File: src/rtl/irq_stat_pkg.sv
package irq_stat_pkg;
  localparam int REG_W   = 32;
  localparam int NUM_EV  = 7;
  localparam int EN_BIT  = 24;
  localparam int IX_CSR  = 4;
  localparam int IX_IEND = 6;
  localparam logic [7:0] OFS_STATUS = 8'h10;
  localparam logic [7:0] OFS_MSET   = 8'h14;
  localparam logic [7:0] OFS_MCLR   = 8'h18;
  localparam logic [7:0] OFS_MASK   = 8'h1C;

  // compact event index to status bit position
  function automatic int ev_pos(input int i);
    return (i < 4) ? i : i + 4;
  endfunction

  function automatic logic [REG_W-1:0] expand(input logic [NUM_EV-1:0] v);
    logic [REG_W-1:0] r;
    r = '0;
    for (int i = 0; i < NUM_EV; i++) r[ev_pos(i)] = v[i];
    return r;
  endfunction

  function automatic logic [NUM_EV-1:0] compress(input logic [REG_W-1:0] w);
    logic [NUM_EV-1:0] r;
    for (int i = 0; i < NUM_EV; i++) r[i] = w[ev_pos(i)];
    return r;
  endfunction
endpackage

File: src/rtl/status_flags.sv
module status_flags
  import irq_stat_pkg::*;
(
  input  logic              clk,
  input  logic              rst,
  input  logic [NUM_EV-1:0] ev,
  input  logic              rd_clr,
  output logic [NUM_EV-1:0] flags_q
);
  for (genvar g = 0; g < NUM_EV; g++) begin : g_flag
    always_ff @(posedge clk) begin
      if (rst)         flags_q[g] <= 1'b0;
      else if (ev[g])  flags_q[g] <= 1'b1;
      else if (rd_clr) flags_q[g] <= 1'b0;
    end
  end


  ev_sets_flag_chk: assert property (@(posedge clk) disable iff (rst)
    (|ev) |=> ((flags_q & $past(ev)) == $past(ev)));

  read_clears_chk: assert property (@(posedge clk) disable iff (rst)
    (rd_clr && ev == '0) |=> (flags_q == '0));

  sticky_flag_chk: assert property (@(posedge clk) disable iff (rst)
    (!rd_clr) |=> ((flags_q & $past(flags_q)) == $past(flags_q)));
endmodule

File: src/rtl/mask_reg.sv
module mask_reg
  import irq_stat_pkg::*;
(
  input  logic              clk,
  input  logic              rst,
  input  logic              set_we,
  input  logic              clr_we,
  input  logic [REG_W-1:0]  wdata,
  output logic [NUM_EV-1:0] mask_q
);
  logic [NUM_EV-1:0] bits;
  assign bits = compress(wdata);

  for (genvar g = 0; g < NUM_EV; g++) begin : g_mbit
    always_ff @(posedge clk) begin
      if (rst)                    mask_q[g] <= 1'b0;
      else if (set_we && bits[g]) mask_q[g] <= 1'b1;
      else if (clr_we && bits[g]) mask_q[g] <= 1'b0;
    end
  end


  mask_set_chk: assert property (@(posedge clk) disable iff (rst)
    set_we |=> ((mask_q & $past(bits)) == $past(bits)));

  mask_clr_chk: assert property (@(posedge clk) disable iff (rst)
    clr_we |=> ((mask_q & $past(bits)) == '0));

  mask_hold_chk: assert property (@(posedge clk) disable iff (rst)
    (!set_we && !clr_we) |=> $stable(mask_q));
endmodule

File: src/rtl/irq_status_unit.sv
module irq_status_unit
  import irq_stat_pkg::*;
#(
  parameter int ADDR_W = 8
) (
  input  logic              clk,
  input  logic              rst,
  input  logic              wr_en,
  input  logic              rd_en,
  input  logic [ADDR_W-1:0] addr,
  input  logic [31:0]       wr_data,
  output logic [31:0]       rd_data,
  output logic              rd_valid,
  input  logic [6:0]        ev_in,
  input  logic              ctrl_enabled,
  output logic              irq,
  output logic              cmd_done
);
  localparam logic [ADDR_W-1:0] A_STAT = ADDR_W'(OFS_STATUS);
  localparam logic [ADDR_W-1:0] A_MSET = ADDR_W'(OFS_MSET);
  localparam logic [ADDR_W-1:0] A_MCLR = ADDR_W'(OFS_MCLR);
  localparam logic [ADDR_W-1:0] A_MASK = ADDR_W'(OFS_MASK);

  logic [NUM_EV-1:0] flags, mask;
  logic              stat_rd;

  assign stat_rd = rd_en && (addr == A_STAT);

  status_flags i_flags (
    .clk(clk), .rst(rst), .ev(ev_in), .rd_clr(stat_rd), .flags_q(flags)
  );

  mask_reg i_mask (
    .clk(clk), .rst(rst),
    .set_we(wr_en && addr == A_MSET),
    .clr_we(wr_en && addr == A_MCLR),
    .wdata(wr_data), .mask_q(mask)
  );

  always_ff @(posedge clk) begin
    if (rst) begin
      irq      <= 1'b0;
      cmd_done <= 1'b0;
      rd_valid <= 1'b0;
      rd_data  <= '0;
    end else begin
      irq      <= |(flags & mask);
      cmd_done <= flags[IX_IEND] & flags[IX_CSR];
      rd_valid <= rd_en;
      if (rd_en) begin
        if (addr == A_STAT)
          rd_data <= expand(flags) | (REG_W'(ctrl_enabled) << EN_BIT);
        else if (addr == A_MASK)
          rd_data <= expand(mask);
        else
          rd_data <= '0;
      end
    end
  end


  no_mask_no_irq_chk: assert property (@(posedge clk) disable iff (rst)
    (mask == '0 && $past(mask) == '0) |-> !irq);

  done_needs_iend_chk: assert property (@(posedge clk) disable iff (rst)
    (!flags[IX_IEND]) |=> !cmd_done);

  en_bit_live_chk: assert property (@(posedge clk) disable iff (rst)
    stat_rd |=> (rd_data[EN_BIT] == $past(ctrl_enabled)));

  rvalid_follows_rd_chk: assert property (@(posedge clk) disable iff (rst)
    rd_en |=> rd_valid);
endmodule

File: config.mk
export PLATFORM = sky130hd
export DESIGN_NAME = irq_status_unit
export DESIGN_NICKNAME = d
export VERILOG_FILES = /design/src/rtl/irq_stat_pkg.sv /design/src/rtl/status_flags.sv /design/src/rtl/mask_reg.sv /design/src/rtl/irq_status_unit.sv
export SDC_FILE = /design/constraint.sdc
export NUM_CORES = 1
export LEC_CHECK = 0
export ABC_AREA = 0
export CORE_AREA = 2 2 62 64
export CTS_CLUSTER_DIAMETER = 30
export DETAILED_ROUTE_END_ITERATION = 10
export DIE_AREA = 0 0 64 66
export MAX_ROUTING_LAYER = met4
export PLACE_DENSITY = 0.84
export SKIP_CTS_REPAIR_TIMING = 1
export SYNTH_ARGS = -nofsm -noshare
export SYNTH_HDL_FRONTEND = slang
export SYNTH_SLANG_ARGS = --single-unit
export TNS_END_PERCENT = 50
File: constraint.sdc
create_clock -name clk -period 3.8 [get_ports clk]
set_clock_uncertainty 0.1 [all_clocks]
set_input_delay 1.14 -clock clk [delete_from_list [all_inputs] [get_ports clk]]
set_output_delay 1.14 -clock clk [all_outputs]
set_load 0.005 [all_outputs]
==> results of run 1 <==
## cells in the mapped netlist (3+ instances only)
| cell type | n | area (um2) |
|---|---|---|
| dfxtp_1 | 25 | 500 |
| a22oi_1 | 9 | 67.6 |
| buf_4 | 24 | 180 |
| clkbuf_1 | 3 | 11.3 |
| nor2b_1 | 13 | 81.3 |
| nor2_1 | 9 | 33.8 |
| nand4_1 | 8 | 50.1 |
| a311oi_1 | 7 | 61.3 |
| o32ai_1 | 7 | 61.3 |
| nand2b_1 | 11 | 68.8 |
| buf_2 | 4 | 20.0 |
| a32o_1 | 5 | 50.1 |
## path summary, 6_finish.rpt
path	from	end	slack (ps)	cells past startpoint
hold reg to reg	i_flags.flags_q[4]$_SDFFE_PP0P_	cmd_done$_SDFF_PP0_	380	2
setup / recovery	addr[5]	rd_data[8]$_SDFFE_PP0P_	1190	4
hold / removal	i_flags.flags_q[4]$_SDFFE_PP0P_	cmd_done$_SDFF_PP0_	380	2
setup reg to reg	i_flags.flags_q[3]$_SDFFE_PP0P_	irq$_SDFF_PP0_	2750	2
## final cells by class
class | count | area [um2]
Clock buffer | 3 | 22.5
Tap cell | 48 | 60.1
Timing Repair Buffer | 38 | 378
Multi-Input combinational cell | 110 | 714
Fill cell | 353 | 1860
Sequential cell | 25 | 500
Clock inverter | 1 | 7.51
Inverter | 1 | 3.75
## cells in the final DEF, fill, tap and decap left out, types with 2 or more instances in the layout
cell type / synthesis / layout
and4_2: 2 / 2
clkbuf_4: 0 / 3
and2_2: 2 / 2
dfxtp_1: 25 / 25
nand4_1: 8 / 8
o21ai_0: 2 / 2
o32ai_1: 7 / 7
nor2b_1: 13 / 13
a32o_1: 5 / 5
a22oi_1: 9 / 9
a311oi_1: 7 / 7
and2_1: 2 / 2
clkdlybuf4s50_1: 0 / 37
conb_1: 1 / 24
nor2_1: 9 / 9
nand2b_1: 11 / 11
## registers in the layout (all words and copies together), names as in the netlist
| name | flops |
|---|---|
| cmd_done | 1 |
| rd_data | 8 |
| i_mask.mask_q | 7 |
| irq | 1 |
| i_flags.flags_q | 7 |
| rd_valid | 1 |
## stage by stage
stage          total power [mW]  util, %  hold slack, ps  cells
3_3_place_gp              0.350     46.7             365    222
6_report                  0.469     47.5             384    226
3_5_place_dp              0.351     46.7             371    222
5_1_grt                   0.496     47.5             403    226
4_1_cts                   0.474     47.5             389    226
2_1_floorplan             0.329        -             337    168
## worst max-delay path: cells and delay by family
| family | cells | cell delay (ps) |
|---|---|---|
| buffers and inverters | 1 | 450 |
| and+or+nand+nor | 2 | 840 |
| AOI/OAI and AO/OA | 1 | 320 |
## where the power goes
part	switching [mW]	internal [mW]
registers	0.00482	0.269
logic	0.0342	0.0386
clock network	0.0826	0.0403
## routing by layer
layer / routed length [um] / vias up
met3: 178 / 4
met5: 0 / -
met1: 1190 / 519
li1: - / 555
met4: 27 / 0
met2: 1330 / 43
## cells by family after synthesis
| family | count (synthesis) | share of synthesized area [%] |
|---|---|---|
| AOI/OAI and AO/OA | 33 | 20.0 |
| buffers and inverters | 33 | 16.7 |
| DFF | 25 | 36.9 |
| other | 1 | 0.277 |
| and+or+nand+nor | 53 | 26.0 |
==> summary.md, run 1 <==
| Metric | Value |
|---|---|
| GRT Total Usage | 14.5% |
| WP data required | 3940 ps |
| Number of synthesized register bits | 25 |
| Initial antenna violation count | 0 |
| Post-DRT Antenna Nets | 0 |
| Max-slew violation count | 0 |
| Met2 global-route usage | 22.1% |
| DRT Wirelength | 2.73 mm |
| Final setup viols | 0 |
| Die area | 4220 um2 |
| CP Max Fanout | 13 |
| Cells after Synth | 145 |
| Worst slew margin | 58.4% |
| Fin crit share | 68.6% |
| Max IR drop VDD | 0.145 mV |
| # H-tree levels | 1 |
| Placed Instance Area | 1660 um2 |
| Element type at the critical path start | primary input |
| First-pass GRT wire length | 4.66 mm |
| Status | completed |
| Post-Route Setup TNS | 0 ps |
| Critical Path AT | 2750 ps |
| Clk_lat worst skew | 330 ps |
| Largest net degree at the start of global routing | 21 |
| CTS clk-pin slew, worst paths | 140 ps |
| Vias | 1121 |
| Async S/R FF share, synth | 0% |
| Final RePlAce weighted congestion | 0.784 |
| Sequential share of the synthesized area | 36.9% |
| Max Freq | 383 MHz |
| WL/cell | 12.1 um |
| Setup CP Type | primary input to register |
| DR vias/cell | 4.96 |
| FP Rows | 22 |
| Post-synthesis area per instance | 9.35 um2 |
| # port buffers | 37 |
| RSZ-0062 raised after global routing | no |
| I/O pin total | 87 |
| Post-synth top flop | dfxtp_1 |
| Power Density | 278 nW/um2 |
| Busiest grt layer | met2 |
| Num CTS Buffers | 3 |
| Nets | 231 |
| DP HPWL | 2.07 mm |
| Least-Margin Pin Slew | 621 ps |
| DRC | 0 |
| CORE AREA | 3550 um2 |
| Ys Warns | 0 |
| Cell area after synthesis | 1360 um2 |
| Final worst-path setup slack | 1190 ps |
| Die height | 66 um |
| Hold Fails Final Rpt | 0 |
| Share of cells above drive strength 1 | 7.87% |
| Worst hold path class | register to register |
| Layout area overhead | 24.5% |
| Met3 Use GR | 4.09% |
| Number of DRC markers in iteration 0 | 60 |
| Die W | 64 um |
| Synth cell types | 28 |
| Worst path slowest cell | nor4b_4 |
| P_leak | 0.585 nW |
| Starting Density | 38.2% |
| Placement Setup Slack | 857 ps |
| Clk root buf | clkbuf_4 |
| CP peak stage delay | 620 ps |
| Worst setup EP type | register |
| Crit path cell chain | clkdlybuf4s50_1, nor4b_4, nand2_2, o32ai_1 |
| Post-route cell area | 1690 um2 |
| Initial DRT Pass Iterations | 4 |
| Gr ovfl total | 0 |
| CTS tree | yes |
| Post-synth EDFFs | 0 |
| Max clock buf depth | 2 |
| Ant diodes | 0 |
| Clk sinks | 25 |
| Via count of the first global-routing pass | 974 |
| Max Cap Violations | 0 |
| Fin crit period | 2610 ps |
| Met1 Use GR | 18.7% |
(Power assumes the default switching activity.)
==> run 2: changes to the inputs <==
--- a/config.mk
+++ b/config.mk
@@ -6,12 +6,12 @@
 export NUM_CORES = 1
 export LEC_CHECK = 0
 export ABC_AREA = 0
-export CORE_AREA = 2 2 62 64
+export CORE_AREA = 2 2 68 70
 export CTS_CLUSTER_DIAMETER = 30
 export DETAILED_ROUTE_END_ITERATION = 10
-export DIE_AREA = 0 0 64 66
+export DIE_AREA = 0 0 70 72
 export MAX_ROUTING_LAYER = met4
-export PLACE_DENSITY = 0.84
+export PLACE_DENSITY = 0.74
 export SKIP_CTS_REPAIR_TIMING = 1
 export SYNTH_ARGS = -nofsm -noshare
 export SYNTH_HDL_FRONTEND = slang
==> constraint.sdc (replaced) <==
create_clock -name clk -period 2.2 [get_ports clk]
set_clock_uncertainty 0.1 [all_clocks]
set_input_delay 0.66 -clock clk [delete_from_list [all_inputs] [get_ports clk]]
set_output_delay 0.66 -clock clk [all_outputs]
set_load 0.005 [all_outputs]
==> summary.md, run 2 (synthesis gave the netlist of run 1 again) <==
| Metric | Value |
|---|---|
| RSZ-0062 raised after global routing | no |
| Worst path slowest cell | clkdlybuf4s50_1 |
| Power Density | 497 nW/um2 |
| Final Non-Filler Cells | 238 |
| FF-to-FF End | irq$_SDFF_PP0_ |
| WP data required | 1440 ps |
| Setup CP Type | register to primary output |
| Fin crit share | 85.7% |
| Status | completed |
| Crit path cell chain | clkdlybuf4s50_1 |
| Worst hold path class | register to register |
| Hold Path Depth | 2 |
| P_leak | 0.636 nW |
| WL/cell | 12.0 um |
| Number of DRC markers in iteration 0 | 62 |
| Fill cells | 455 |
| Max IR drop VDD | 0.251 mV |
| CTS clk-pin slew, worst paths | 90 ps |
| Met3 WL post-DR | 212 um |
| R2R Setup Slk | 1190 ps |
| Layout area overhead | 31.6% |
| Cells after DPL | 234 |
| Area of the multi-input gates | 714 um2 |
| DRC | 0 |
| Vias | 1122 |
| Commonest non-fill, non-tap cell in the layout | clkdlybuf4s50_1 |
| Die height | 72 um |
| Initial antenna violation count | 0 |
| Clk sinks | 25 |
| Regs by FF count | rd_data x8, i_flags.flags_q x7, i_mask.mask_q x7 |
| Post-Route Setup TNS | 0 ps |
| FF-to-FF Start | i_flags.flags_q[3]$_SDFFE_PP0P_ |
| DR vias/cell | 4.71 |
| Initial DRT Pass Iterations | 4 |
| Worst setup EP type | primary output |
| FF-to-FF path depth | 2 |
| # port buffers | 37 |
| Crit path buffers/inverters | 1 |
| Max clock buf depth | 2 |
| Post-route cell area | 1780 um2 |
| Via count of the first global-routing pass | 1030 |
| Element type at the critical path start | register |
| Met2 routed WL | 1.29 mm |
| Max Cap Violations | 0 |
| # H-tree levels | 1 |
| Total power | 0.887 mW |
| Ant diodes | 0 |
| DRT Wirelength | 2.85 mm |
| Most frequent cells in the layout | clkdlybuf4s50_1, dfxtp_1, conb_1, nor2b_1, nand2b_1 |
| Final worst-path setup slack | 315 ps |
| Placement Setup Slack | 35.2 ps |
| I/O pin total | 87 |
| Post-DRT Antenna Nets | 0 |
| Worst Hold End | cmd_done$_SDFF_PP0_ |
| CP Max Fanout | 2 |
| Die area | 5040 um2 |
| Clk_lat worst skew | 270 ps |
| Placed Instance Area | 1730 um2 |
| CP peak stage delay | 500 ps |
| First-pass GRT wire length | 4.65 mm |
| Max reg flops | 8 |
| Final RePlAce weighted congestion | 0.807 |
| Clk root buf | clkbuf_8 |
| Register cell area after layout | 500 um2 |
| Starting Density | 31.8% |
| CTS tree | yes |
| Fin crit period | 1880 ps |
| Max Freq | 531 MHz |
| Largest net degree at the start of global routing | 25 |
| Gr ovfl total | 0 |
| Critical Path AT | 1120 ps |
| Crit-path leading delay family | buffers and inverters |
| Nets | 239 |
| Top reg by flops | rd_data |
| WL met1 | 1.32 mm |
| Share of cells above drive strength 1 | 11.8% |
| Final setup viols | 0 |
| GRT Total Usage | 11.7% |
| Max-slew violation count | 0 |
| CORE AREA | 4260 um2 |
| FP Rows | 24 |
| Max Used Layer | met4 |
| Die W | 70 um |
| Hold Fails Final Rpt | 0 |
| Worst hold start | i_flags.flags_q[4]$_SDFFE_PP0P_ |
| DP HPWL | 2.19 mm |
| Num CTS Buffers | 3 |
[run 2: how the worst max path moves through the flow]
stage | depth (start not counted) | endpoint | start | slack, ps
global placement | 5 | rd_data[0]$_SDFFE_PP0P_ | addr[5] | 40
finish | 1 | rd_data[9] | rd_data[9]$_SDFFE_PP0P_ | 320
detailed placement | 5 | rd_data[1]$_SDFFE_PP0P_ | addr[5] | 40
floorplan | 4 | i_mask.mask_q[1]$_SDFFE_PP0P_ | addr[5] | 540
CTS | 1 | rd_data[9] | rd_data[9]$_SDFFE_PP0P_ | 300
global route | 5 | rd_data[0]$_SDFFE_PP0P_ | addr[5] | 190
[run 2: area by class of cell]
cell class / count / share of cell area [%]
Timing Repair Buffer: 46 / 25.3
Tap cell: 52 / 3.65
Inverter: 1 / 0.211
Clock inverter: 1 / 0.421
Clock buffer: 3 / 2.32
Sequential cell: 25 / 28.1
Multi-Input combinational cell: 110 / 40.1
[run 2: metal layers]
metal  track usage (%)  vias to the layer above
met4              3.63                        0
met1              14.9                      507
met3              3.19                        4
met2              18.4                       40
met5                 -                        -
li1                  -                      571
[run 2: where the power goes]
group          internal (mW)  switching, mW  leakage, nW
Sequential             0.463        0.00825        0.204
Clock                  0.128          0.149       0.0217
Combinational         0.0767         0.0617        0.411
[run 2: metrics by stage]
| step | utilization, % | hold slack, ps |
|---|---|---|
| final | 41.8 | 385 |
| after global routing | 41.8 | 412 |
| after CTS | 41.8 | 384 |
| after detailed placement | 40.7 | 376 |
| after global placement | 40.7 | 362 |
| after floorplan | - | 337 |
